### config.mk
export PLATFORM = sky130hd
export DESIGN_NAME = irq_accept_unit
export DESIGN_NICKNAME = d
export VERILOG_FILES = /design/src/rtl/irq_accept_pkg.sv /design/src/rtl/irq_highest.sv /design/src/rtl/irq_ctrl.sv /design/src/rtl/irq_datapath.sv /design/src/rtl/irq_accept_unit.sv
export SDC_FILE = /design/constraint.sdc
export NUM_CORES = 2
export LEC_CHECK = 0
export ABC_AREA = 0
export BUFFER_PORTS_ARGS = -buffer_cell sky130_fd_sc_hd__buf_2
export CORE_MARGIN = 4
export CORE_UTILIZATION = 30
export CTS_CLUSTER_DIAMETER = 120
export CTS_CLUSTER_SIZE = 40
export DETAILED_ROUTE_END_ITERATION = 8
export GPL_TIMING_DRIVEN = 0
export SYNTH_ARGS = -nofsm -noshare
export SYNTH_HDL_FRONTEND = slang
export SYNTH_SLANG_ARGS = --single-unit
export TNS_END_PERCENT = 50
### constraint.sdc
create_clock -name clk -period 19.7 [get_ports clk]
set_input_delay 0.985 -clock clk [delete_from_list [all_inputs] [get_ports clk]]
set_output_delay 0.985 -clock clk [all_outputs]
set_load 0.1 [all_outputs]
### src/rtl/irq_accept_pkg.sv
package irq_accept_pkg;
  typedef struct packed {
    logic ack;
    logic eoi;
    logic accept;
    logic level;
    logic tprLoad;
    logic aliasLoad;
  } ctrl_strobes_t;
endpackage

### src/rtl/irq_highest.sv
module irq_highest #(
  parameter int NUM_VEC = 256,
  parameter int WORD_W  = 32,
  localparam int VEC_W     = $clog2(NUM_VEC),
  localparam int NUM_WORDS = NUM_VEC / WORD_W,
  localparam int WSEL_W    = $clog2(NUM_WORDS),
  localparam int BIT_W     = $clog2(WORD_W)
) (
  input  logic [NUM_VEC-1:0] vecMap,
  output logic               found,
  output logic [VEC_W-1:0]   topIdx
);
  logic [NUM_WORDS-1:0] wordAny;
  logic [WSEL_W-1:0]    topWord;
  logic [BIT_W-1:0]     topBit;
  logic [WORD_W-1:0]    selWord;

  for (genvar w = 0; w < NUM_WORDS; w++) begin : g_word
    assign wordAny[w] = |vecMap[w*WORD_W +: WORD_W];
  end

  always_comb begin
    topWord = '0;
    for (int w = 0; w < NUM_WORDS; w++)
      if (wordAny[w]) topWord = WSEL_W'(w);
    selWord = vecMap[topWord*WORD_W +: WORD_W];
    topBit = '0;
    for (int b = 0; b < WORD_W; b++)
      if (selWord[b]) topBit = BIT_W'(b);
  end

  assign found  = |wordAny;
  assign topIdx = {topWord, topBit};
endmodule

### src/rtl/irq_ctrl.sv
module irq_ctrl
  import irq_accept_pkg::*;
(
  input  logic          hwEnable,
  input  logic          swEnable,
  input  logic          acceptValid,
  input  logic          acceptLevel,
  input  logic          ackStrobe,
  input  logic          eoiStrobe,
  input  logic          tprWrite,
  input  logic          crWrite,
  input  logic          irqAvail,
  input  logic          isrFound,
  output ctrl_strobes_t strb
);
  always_comb begin
    strb.ack       = ackStrobe & irqAvail;
    strb.eoi       = eoiStrobe & isrFound;
    strb.accept    = acceptValid & hwEnable & swEnable;
    strb.level     = acceptLevel;
    strb.tprLoad   = tprWrite;
    strb.aliasLoad = crWrite & ~tprWrite;
  end
endmodule

### src/rtl/irq_datapath.sv
module irq_datapath
  import irq_accept_pkg::*;
#(
  parameter int NUM_VEC = 256,
  parameter int WORD_W  = 32,
  localparam int VEC_W  = $clog2(NUM_VEC),
  localparam int CLS_LO = VEC_W - 4
) (
  input  logic               clk,
  input  logic               rstN,
  input  ctrl_strobes_t      strb,
  input  logic [VEC_W-1:0]   acceptVector,
  input  logic [VEC_W-1:0]   tprWrData,
  input  logic [3:0]         crWrData,
  output logic [VEC_W-1:0]   tprValue,
  output logic [VEC_W-1:0]   procPriority,
  output logic               irqAvail,
  output logic [VEC_W-1:0]   irqVector,
  output logic               isrFound,
  output logic               eoiBcastValid,
  output logic [VEC_W-1:0]   eoiBcastVector
);
  logic [NUM_VEC-1:0] pendMap, isrMap, tmrMap;
  logic [NUM_VEC-1:0] pendNext, isrNext, tmrNext;
  logic [VEC_W-1:0]   tprNext, isrTop, isrBase, bcVecNext;
  logic               pendFound, bcNext;

  irq_highest #(.NUM_VEC(NUM_VEC), .WORD_W(WORD_W)) u_pendSearch (
    .vecMap(pendMap), .found(pendFound), .topIdx(irqVector));
  irq_highest #(.NUM_VEC(NUM_VEC), .WORD_W(WORD_W)) u_isrSearch (
    .vecMap(isrMap), .found(isrFound), .topIdx(isrTop));

  always_comb begin
    isrBase = isrFound ? isrTop : '0;
    if (tprValue[VEC_W-1:CLS_LO] >= isrBase[VEC_W-1:CLS_LO])
      procPriority = tprValue;
    else
      procPriority = {isrBase[VEC_W-1:CLS_LO], {CLS_LO{1'b0}}};
    irqAvail = pendFound &&
               ({irqVector[VEC_W-1:CLS_LO], {CLS_LO{1'b0}}} > procPriority);
  end

  always_comb begin
    pendNext  = pendMap;
    isrNext   = isrMap;
    tmrNext   = tmrMap;
    bcNext    = 1'b0;
    bcVecNext = '0;
    if (strb.ack) begin
      pendNext[irqVector] = 1'b0;
      isrNext[irqVector]  = 1'b1;
    end
    if (strb.eoi) begin
      isrNext[isrTop] = 1'b0;
      if (tmrMap[isrTop]) begin
        tmrNext[isrTop] = 1'b0;
        bcNext          = 1'b1;
        bcVecNext       = isrTop;
      end
    end
    if (strb.accept && !(pendNext[acceptVector] && strb.level)) begin
      pendNext[acceptVector] = 1'b1;
      tmrNext[acceptVector]  = strb.level;
    end
    if (strb.tprLoad)        tprNext = tprWrData;
    else if (strb.aliasLoad) tprNext = {crWrData, {CLS_LO{1'b0}}};
    else                     tprNext = tprValue;
  end

  always_ff @(posedge clk) begin
    if (!rstN) begin
      pendMap        <= '0;
      isrMap         <= '0;
      tmrMap         <= '0;
      tprValue       <= '0;
      eoiBcastValid  <= 1'b0;
      eoiBcastVector <= '0;
    end else begin
      pendMap        <= pendNext;
      isrMap         <= isrNext;
      tmrMap         <= tmrNext;
      tprValue       <= tprNext;
      eoiBcastValid  <= bcNext;
      eoiBcastVector <= bcVecNext;
    end
  end
endmodule

### src/rtl/irq_accept_unit.sv
module irq_accept_unit
  import irq_accept_pkg::*;
#(
  parameter int NUM_VEC = 256,
  parameter int WORD_W  = 32,
  localparam int VEC_W  = $clog2(NUM_VEC)
) (
  input  logic             clk,
  input  logic             rstN,
  input  logic             hwEnable,
  input  logic             swEnable,
  input  logic             acceptValid,
  input  logic [VEC_W-1:0] acceptVector,
  input  logic             acceptLevel,
  input  logic             ackStrobe,
  input  logic             eoiStrobe,
  input  logic             tprWrite,
  input  logic [VEC_W-1:0] tprWrData,
  input  logic             crWrite,
  input  logic [3:0]       crWrData,
  output logic [3:0]       crRdData,
  output logic [VEC_W-1:0] tprValue,
  output logic [VEC_W-1:0] procPriority,
  output logic             irqAvail,
  output logic [VEC_W-1:0] irqVector,
  output logic             eoiBcastValid,
  output logic [VEC_W-1:0] eoiBcastVector
);
  ctrl_strobes_t strb;
  logic          isrFound;

  irq_ctrl u_ctrl (
    .hwEnable(hwEnable), .swEnable(swEnable), .acceptValid(acceptValid),
    .acceptLevel(acceptLevel), .ackStrobe(ackStrobe), .eoiStrobe(eoiStrobe),
    .tprWrite(tprWrite), .crWrite(crWrite), .irqAvail(irqAvail),
    .isrFound(isrFound), .strb(strb));

  irq_datapath #(.NUM_VEC(NUM_VEC), .WORD_W(WORD_W)) u_dp (
    .clk(clk), .rstN(rstN), .strb(strb), .acceptVector(acceptVector),
    .tprWrData(tprWrData), .crWrData(crWrData), .tprValue(tprValue),
    .procPriority(procPriority), .irqAvail(irqAvail), .irqVector(irqVector),
    .isrFound(isrFound), .eoiBcastValid(eoiBcastValid),
    .eoiBcastVector(eoiBcastVector));

  assign crRdData = tprValue[VEC_W-1 -: 4];
endmodule

Yosys cells after proc, flatten, opt, wreduce, memory -nomap -nowiden. Index checks and enable logic that the tools add are counted.

Flip-flop bits (word level): 785. Input bits: 30. Logic and storage cells: 154.

Shift-type cells: 2. Bitwise operators: 13. $lt $le $gt $ge: 8. Reduce and logical (&&, ||, !) cells: 26. Multiplexer cells: 99.

Operator list (count): 2-to-1 mux 256 bit (7); AND 256 bit (3); inverter 256 bit (2); bitwise OR 256 bit (2); OR reduction 256 bit (2); indexed part select 256 x 9 -> 32 bit (2); OR reduction 32 bit (14); 2-to-1 mux 5 bit (60); bitwise mux 256 bit (1); 2-to-1 mux 3 bit (12); 2-to-1 mux 8 bit (4); less-than comparator 8 x 9 -> 1 bit (second input constant) (3); demux 1 bit (select 8 bit) (3); >= comparator 8 x 1 -> 1 bit (second input constant) (3); binary-select mux 1 bit (select 8 bit) (2); 2-to-1 mux 1 bit (10); greater-than comparator 8 bit (1); logical AND 1 bit (6); AND 1 bit (5); >= comparator 4 bit (1); AND reduction 3 bit (1); AND reduction 2 bit (1); nonzero test 2 bit (1); zero test 1 bit (1); inverter 1 bit (1).

Depth between registers and ports, before layout.
Word-level depth: 53. Mapped depth: 47. Depth with buffers taken out: 38.

By module. From an unflattened synthesis, not the netlist that was laid out.

Cell total of the unflattened synthesis: 4837. Area, all modules: 43551.8 µm².

Modules (own cells, without submodules): irq_datapath (cells each 3939, seq. area each 15715.1 µm², times used 1, area each 37923.9 µm²); irq_highest (cells each 444, seq. area each 0.0 µm², times used 2, area each 2778.9 µm²); irq_ctrl (cells each 6, seq. area each 0.0 µm², times used 1, area each 40.0 µm²); irq_accept_unit (cells each 4, seq. area each 0.0 µm², times used 1, area each 30.0 µm²).

Worst setup path after synthesis. No wires, ideal clock.

Path kind: register to register. From: register u_dp.isrMap[219]. To: register u_dp.tmrMap[32]. Path buffers: 8. Setup slack: 10221 ps. Required time: 19571 ps. Cell stages (with the launch flop): 44. Clock period less this slack: 9479 ps. Setup time: 129 ps. Arrival: 9350 ps. Cell sequence: dfxtp_1 > nor4_1 > nand4_1 > or4_1 > buf_2 > buf_4 > nor2_1 > o2bb2ai_1 > a221oi_1 > or3b_2 > nor4_1 > nand2_1 > nor2_1 > inv_1 > buf_2 > ha_1 > nand2b_1 > a21o_1 > [8 not listed] > a21oi_1 > a41oi_1 > o21a_1 > nand2_1 > or3_1 > clkbuf_1 > or4_1 > nor2_1 > o221a_1 > a2111oi_0 > a311o_1 > o311ai_4 > buf_4 > o21ai_1 > buf_2 > buf_2 > o2111ai_1 > o31ai_1.

Cells in the longest elaborated chain, start to end: 46. Elaborated cells between the ends (all ways): 62.

Ends and longest elaborated chain: start, declared (RTL line irq_datapath.sv:23) `logic [NUM_VEC-1:0] pendMap, isrMap, tmrMap;`; start signal, assigned (RTL line irq_datapath.sv:80) `isrMap <= isrNext;`; OR reduction 32 bit (RTL line irq_highest.sv:19) `assign wordAny[w] = |vecMap[w*WORD_W +: WORD_W];`; 2-to-1 mux 3 bit (2 in a row) (RTL line irq_highest.sv:25) `if (wordAny[w]) topWord = WSEL_W'(w);`; indexed part select 256 x 9 -> 32 bit (RTL line irq_highest.sv:26) `selWord = vecMap[topWord*WORD_W +: WORD_W];`; 2-to-1 mux 5 bit (29 in a row) (RTL line irq_highest.sv:29) `if (selWord[b]) topBit = BIT_W'(b);`; 2-to-1 mux 8 bit (*) (RTL line irq_datapath.sv:34) `isrBase = isrFound ? isrTop : '0;`; >= comparator 4 bit (RTL line irq_datapath.sv:35) `if (tprValue[VEC_W-1:CLS_LO] >= isrBase[VEC_W-1:CLS_LO])`; 2-to-1 mux 8 bit (*) (RTL line irq_datapath.sv:35); greater-than comparator 8 bit (*) (RTL line irq_datapath.sv:40) `({irqVector[VEC_W-1:CLS_LO], {CLS_LO{1'b0}}} > procPriority);`; [1 not listed]; net irqAvail (RTL line irq_accept_unit.sv:24) `output logic irqAvail,`; AND 1 bit (*) (RTL line irq_ctrl.sv:17) `strb.ack = ackStrobe & irqAvail;`; 2-to-1 mux 256 bit (*) (RTL line irq_datapath.sv:49) `if (strb.ack) begin`; binary-select mux 1 bit (select 8 bit) (*) (RTL line irq_datapath.sv:61) `if (strb.accept && !(pendNext[acceptVector] && strb.level)) begin`; 2-to-1 mux 1 bit (not written as such) (*) (RTL line irq_datapath.sv:61); logical AND 1 bit (*) (RTL line irq_datapath.sv:61); zero test 1 bit (*) (RTL line irq_datapath.sv:61); logical AND 1 bit (*) (RTL line irq_datapath.sv:61); 2-to-1 mux 256 bit (*) (RTL line irq_datapath.sv:61); end signal, assigned (RTL line irq_datapath.sv:81) `tmrMap <= tmrNext;`; end, declared (RTL line irq_datapath.sv:23).

The timed path passes the listed nets; every way through them passes the cells marked *. The select of a mux whose other input is x is not followed. A chain may end at the register's enable or synchronous reset.

Worst setup path in the final report.
From: register u_dp.isrMap[247]. To: register u_dp.tmrMap[246].

Cells in the longest elaborated chain, start to end: 45. Elaborated cells between the ends (all ways): 61.

Ends and longest elaborated chain: OR reduction 32 bit (RTL line irq_highest.sv:19); 2-to-1 mux 3 bit (RTL line irq_highest.sv:25); indexed part select 256 x 9 -> 32 bit (RTL line irq_highest.sv:26); 2-to-1 mux 5 bit (29 in a row) (RTL line irq_highest.sv:29); 2-to-1 mux 8 bit (RTL line irq_datapath.sv:34); >= comparator 4 bit (RTL line irq_datapath.sv:35); 2-to-1 mux 8 bit (RTL line irq_datapath.sv:35); greater-than comparator 8 bit (RTL line irq_datapath.sv:40); logical AND 1 bit (RTL line irq_datapath.sv:39) `irqAvail = pendFound &&`; AND 1 bit (RTL line irq_ctrl.sv:17); 2-to-1 mux 256 bit (RTL line irq_datapath.sv:49); binary-select mux 1 bit (select 8 bit) (RTL line irq_datapath.sv:61); 2-to-1 mux 1 bit (not written as such) (RTL line irq_datapath.sv:61); logical AND 1 bit (RTL line irq_datapath.sv:61); zero test 1 bit (RTL line irq_datapath.sv:61); logical AND 1 bit (RTL line irq_datapath.sv:61); 2-to-1 mux 256 bit (*) (RTL line irq_datapath.sv:61).

Mark *: on every way between the ends. The rest lies on a longest branch, timed or not. The select of a mux whose other input is x is not followed.

==> impl_metrics.csv <==
group,metric,value,unit
status,status,"finished with violations",
status,failed_checks,"capacitance limit, slew limit",
grt,grt_pass1_wl,560000,µm
grt,grt_pass1_vias,51600,
sta,timing.clock.skew,118,ps
clock_tree,tritoncts.num_buffers,35,
clock_tree,clock_insertion_delay_at_the_later_pin_of_the_skew_report,770,ps
floorplanning,num_rows,141,
job,drv_cap,48,
clock_tree,post-cts-setup-buffers,0,
detailed_routing,wl_per_cell,56.7,µm
clock_tree,holdBufCountCts,0,
synthesis,syn_area,0.0450,mm²
detailed_routing,drt_pass1_iterations,7,
synthesis,syn_nets,5699,
detailed_routing,vias,59800,
pwr,leakage,16.6,nW
sta,clock.fmax,0.0582,GHz
placed_design,place_hpwl,359000,µm
synthesis,synth.yosys.seq_area_share,34.9,%
sta,timing_max_transition_violations_final,275,
detailed_routing,drtAntennaViolNets,0,
sta,timing.final.crit_period,17200,ps
floorplanning,floorplan.io_pins,68,
finish,nets_final,5841,
pwr,power_density_relative_to_cell_area,78.3,mW/mm²
setup_path,timing.critical_path.slowest_cell_delay,1610,ps
setup_path,path_max_fanout,10,
detailed_routing,drt-total-wl,447000,µm
floorplanning,area_enclosed_by_the_die_boundary,0.156,mm²
sta,max_slew_margin,-14.6,%
clock_tree,cts.reportedPaths.clkPinSlew,170,ps
placed_design,port_buffers,59,
clock_tree,clock_path_buffers,3,
setup_path,timing.critical_path.required,20390,ps
floorplanning,initial_core_util,30.4,%
clock_tree,htree_levels,2,
setup_path,critical_path_arrival,17890,ps
setup_path,path_buf_inv,8,
clock_tree,cts.root.buffer_cell,"clkbuf_16",
floorplanning,core-area,0.148,mm²
clock_tree,number_of_clock_sinks,785,
setup_path,critical_path.startpoint_type,"flip-flop",
setup_path,timing.reg2reg.setup_slack,2500,ps
hold_path,worst_hold_path_type,"flip-flop to flip-flop",
synthesis,post_synth_num_cell_types,114,
synthesis,synth_async_sr_flop_share,0,%
pwr,irDropWorstVdd,0.0000662,V
grt,antenna_found_initial,73,
setup_path,worstSetupPathType,"flip-flop to flip-flop",
finish,drive_gt1_share,9.56,%
setup_path,crit_path_slowest_cell,"a311oi_1",
setup_path,critPathCaptureType,"flip-flop",
detailed_routing,drt_drc_violations_left,0,
grt,grt_max_degree,41,
finish,final_cell_count_no_fill,7883,
grt,gr-total-overflow,0,
synthesis,synth_flop_cell,"dfxtp_1",
synthesis,post_synth_edffs,0,
placed_design,finalWeightedCongestion,1.16,
clock_tree,postCtsResizedCells,0,
setup_path,worst_path_dominant_cell_family,"simple AND/OR/NAND/NOR gates",
finish,finish.utilization,33.9,%
finish,num-fill-cells,16100,
synthesis,ys_seq_elements,785,
sta,fin_tns_setup,0,ps
sta,rsz0062_at_grt,"false",
sta,setup-violations-final,0,
detailed_routing,vias_per_cell,7.58,
sta,worst_pin_slew,1720,ps
synthesis,yosys_warnings,0,
floorplanning,dieWidth,395,µm
sta,timing.final.hold_violations,0,
floorplanning,floorplan.die.height,395,µm
detailed_routing,detail_route.iter0.violations,12700,
placed_design,dp_cells,7764,
grt,globalRouteTotalUtil,54.1,%
clock_tree,tritoncts,"yes",
finish,areaGrowthSynthToFinish,11.8,%
synthesis,postSynthCellCount,5661,
sta,timing.final.crit_share,87.3,%
synthesis,syn-mean-instance-area,7.95,µm²
-- cells in the mapped netlist (22+ instances only) --
cell type	number	area [µm²]
a211oi_1	47	353
a21boi_0	147	1100
a21boi_1	36	270
a21o_1	30	225
a21oi_1	312	1560
a221oi_1	22	193
a31oi_1	57	357
a41o_1	39	390
and2_1	50	313
buf_1	22	82.6
buf_2	92	460
buf_4	28	210
clkbuf_1	390	1460
dfxtp_1	785	15700
inv_1	50	188
mux2i_1	221	2210
nand2_1	432	1620
nand2b_1	25	156
nand3_1	211	1060
nand4_1	60	375
nor2_1	562	2110
nor2b_1	56	350
nor3_1	126	631
nor3_2	25	250
nor4_1	202	1260
o2111ai_1	25	219
o211a_1	25	250
o211ai_1	72	541
o21a_1	138	1040
o21ai_0	452	2260
o221a_2	71	800
o221ai_1	23	201
o22ai_1	139	870
o311ai_0	126	1100
o31ai_1	116	871
or3_1	55	344
-- worst register-to-register path, delay by kind of cell (launching register included) --
kind | cells | cell delay, ps
compound gates | 16 | 6250
mux | 1 | 290
fa+ha+maj | 2 | 730
flops | 1 | 640
buf+inv | 8 | 2940
simple gates | 15 | 6360
-- path summary, 6_finish.rpt --
check,startpoint,to,cells after the start
worst max-delay path,u_dp.isrMap[247],u_dp.tmrMap[246],42
worst min-delay path,u_dp.tmrMap[6],u_dp.tmrMap[6],2
worst max register to register,u_dp.isrMap[247],u_dp.tmrMap[246],42
worst min register to register,u_dp.tmrMap[6],u_dp.tmrMap[6],2
-- per-layer routing --
layer	GRT usage (%)	part of all wire, %
met3	30.0	16
met5	4.71	0.36
met2	70.3	36
met1	64.1	36
met4	43.3	11
-- area by class of cell --
cell class	count	area, µm²	area share, %
timing repair buffer	105	893	1.77
sequential	785	15700	31.2
antenna	54	135	0.268
clock inverter	25	534	1.06
clock buffer	36	890	1.77
multi-input combinational	4283	27200	53.9
buffer	538	2300	4.58
inverter	55	206	0.410
tap	2002	2500	4.98
-- flip-flops by register name (all words and copies together) (netlist names) --
register / count
u_dp.pendMap: 256
u_dp.tprValue: 8
u_dp.eoiBcastValid: 1
u_dp.isrMap: 256
u_dp.eoiBcastVector: 8
u_dp.tmrMap: 256
-- layout by cell type (no fill, tap or decap), types with 55 or more instances in the layout --
| master | n |
|---|---|
| a21boi_0 | 147 |
| a21oi_1 | 312 |
| a31oi_1 | 55 |
| buf_2 | 152 |
| clkbuf_1 | 370 |
| dfxtp_1 | 785 |
| mux2i_1 | 221 |
| nand2_1 | 431 |
| nand3_1 | 211 |
| nand4_1 | 60 |
| nor2_1 | 544 |
| nor2b_1 | 56 |
| nor3_1 | 90 |
| nor3_2 | 59 |
| nor4_1 | 198 |
| o211ai_1 | 72 |
| o21a_1 | 138 |
| o21ai_0 | 451 |
| o221a_2 | 71 |
| o22ai_1 | 139 |
| o311ai_0 | 126 |
| o31ai_1 | 115 |
| or3_1 | 55 |
-- through the flow --
stage                     power, mW  area [µm²]  worst slack [ps]  hold slack [ps]
after floorplan                2.11       45000             10220              434
after global placement         2.69       47800              2970              445
after detailed placement       2.71       48600              3810              450
after CTS                      3.81       50100              3800              470
after global routing           3.89       50200              3030              496
final                          3.94       50300              2500              474
-- logic make-up after synthesis --
kind of cell / after synthesis / synth area share (%)
AOI/OAI and AO/OA: 2107 / 32.6
and+or+nand+nor: 1921 / 20.9
DFF: 785 / 34.9
buffers and inverters: 593 / 5.52
muxes: 247 / 5.84
adders and majority gates: 8 / 0.222
-- power breakdown --
group / switching [mW] / internal, mW / total, mW / leakage (nW)
Clock: 0.758 / 0.408 / 1.17 / 0.668
Combinational: 1.01 / 0.171 / 1.19 / 9.60
Sequential: 0.00250 / 1.59 / 1.59 / 6.32
Power figures use the tool's default switching activity.
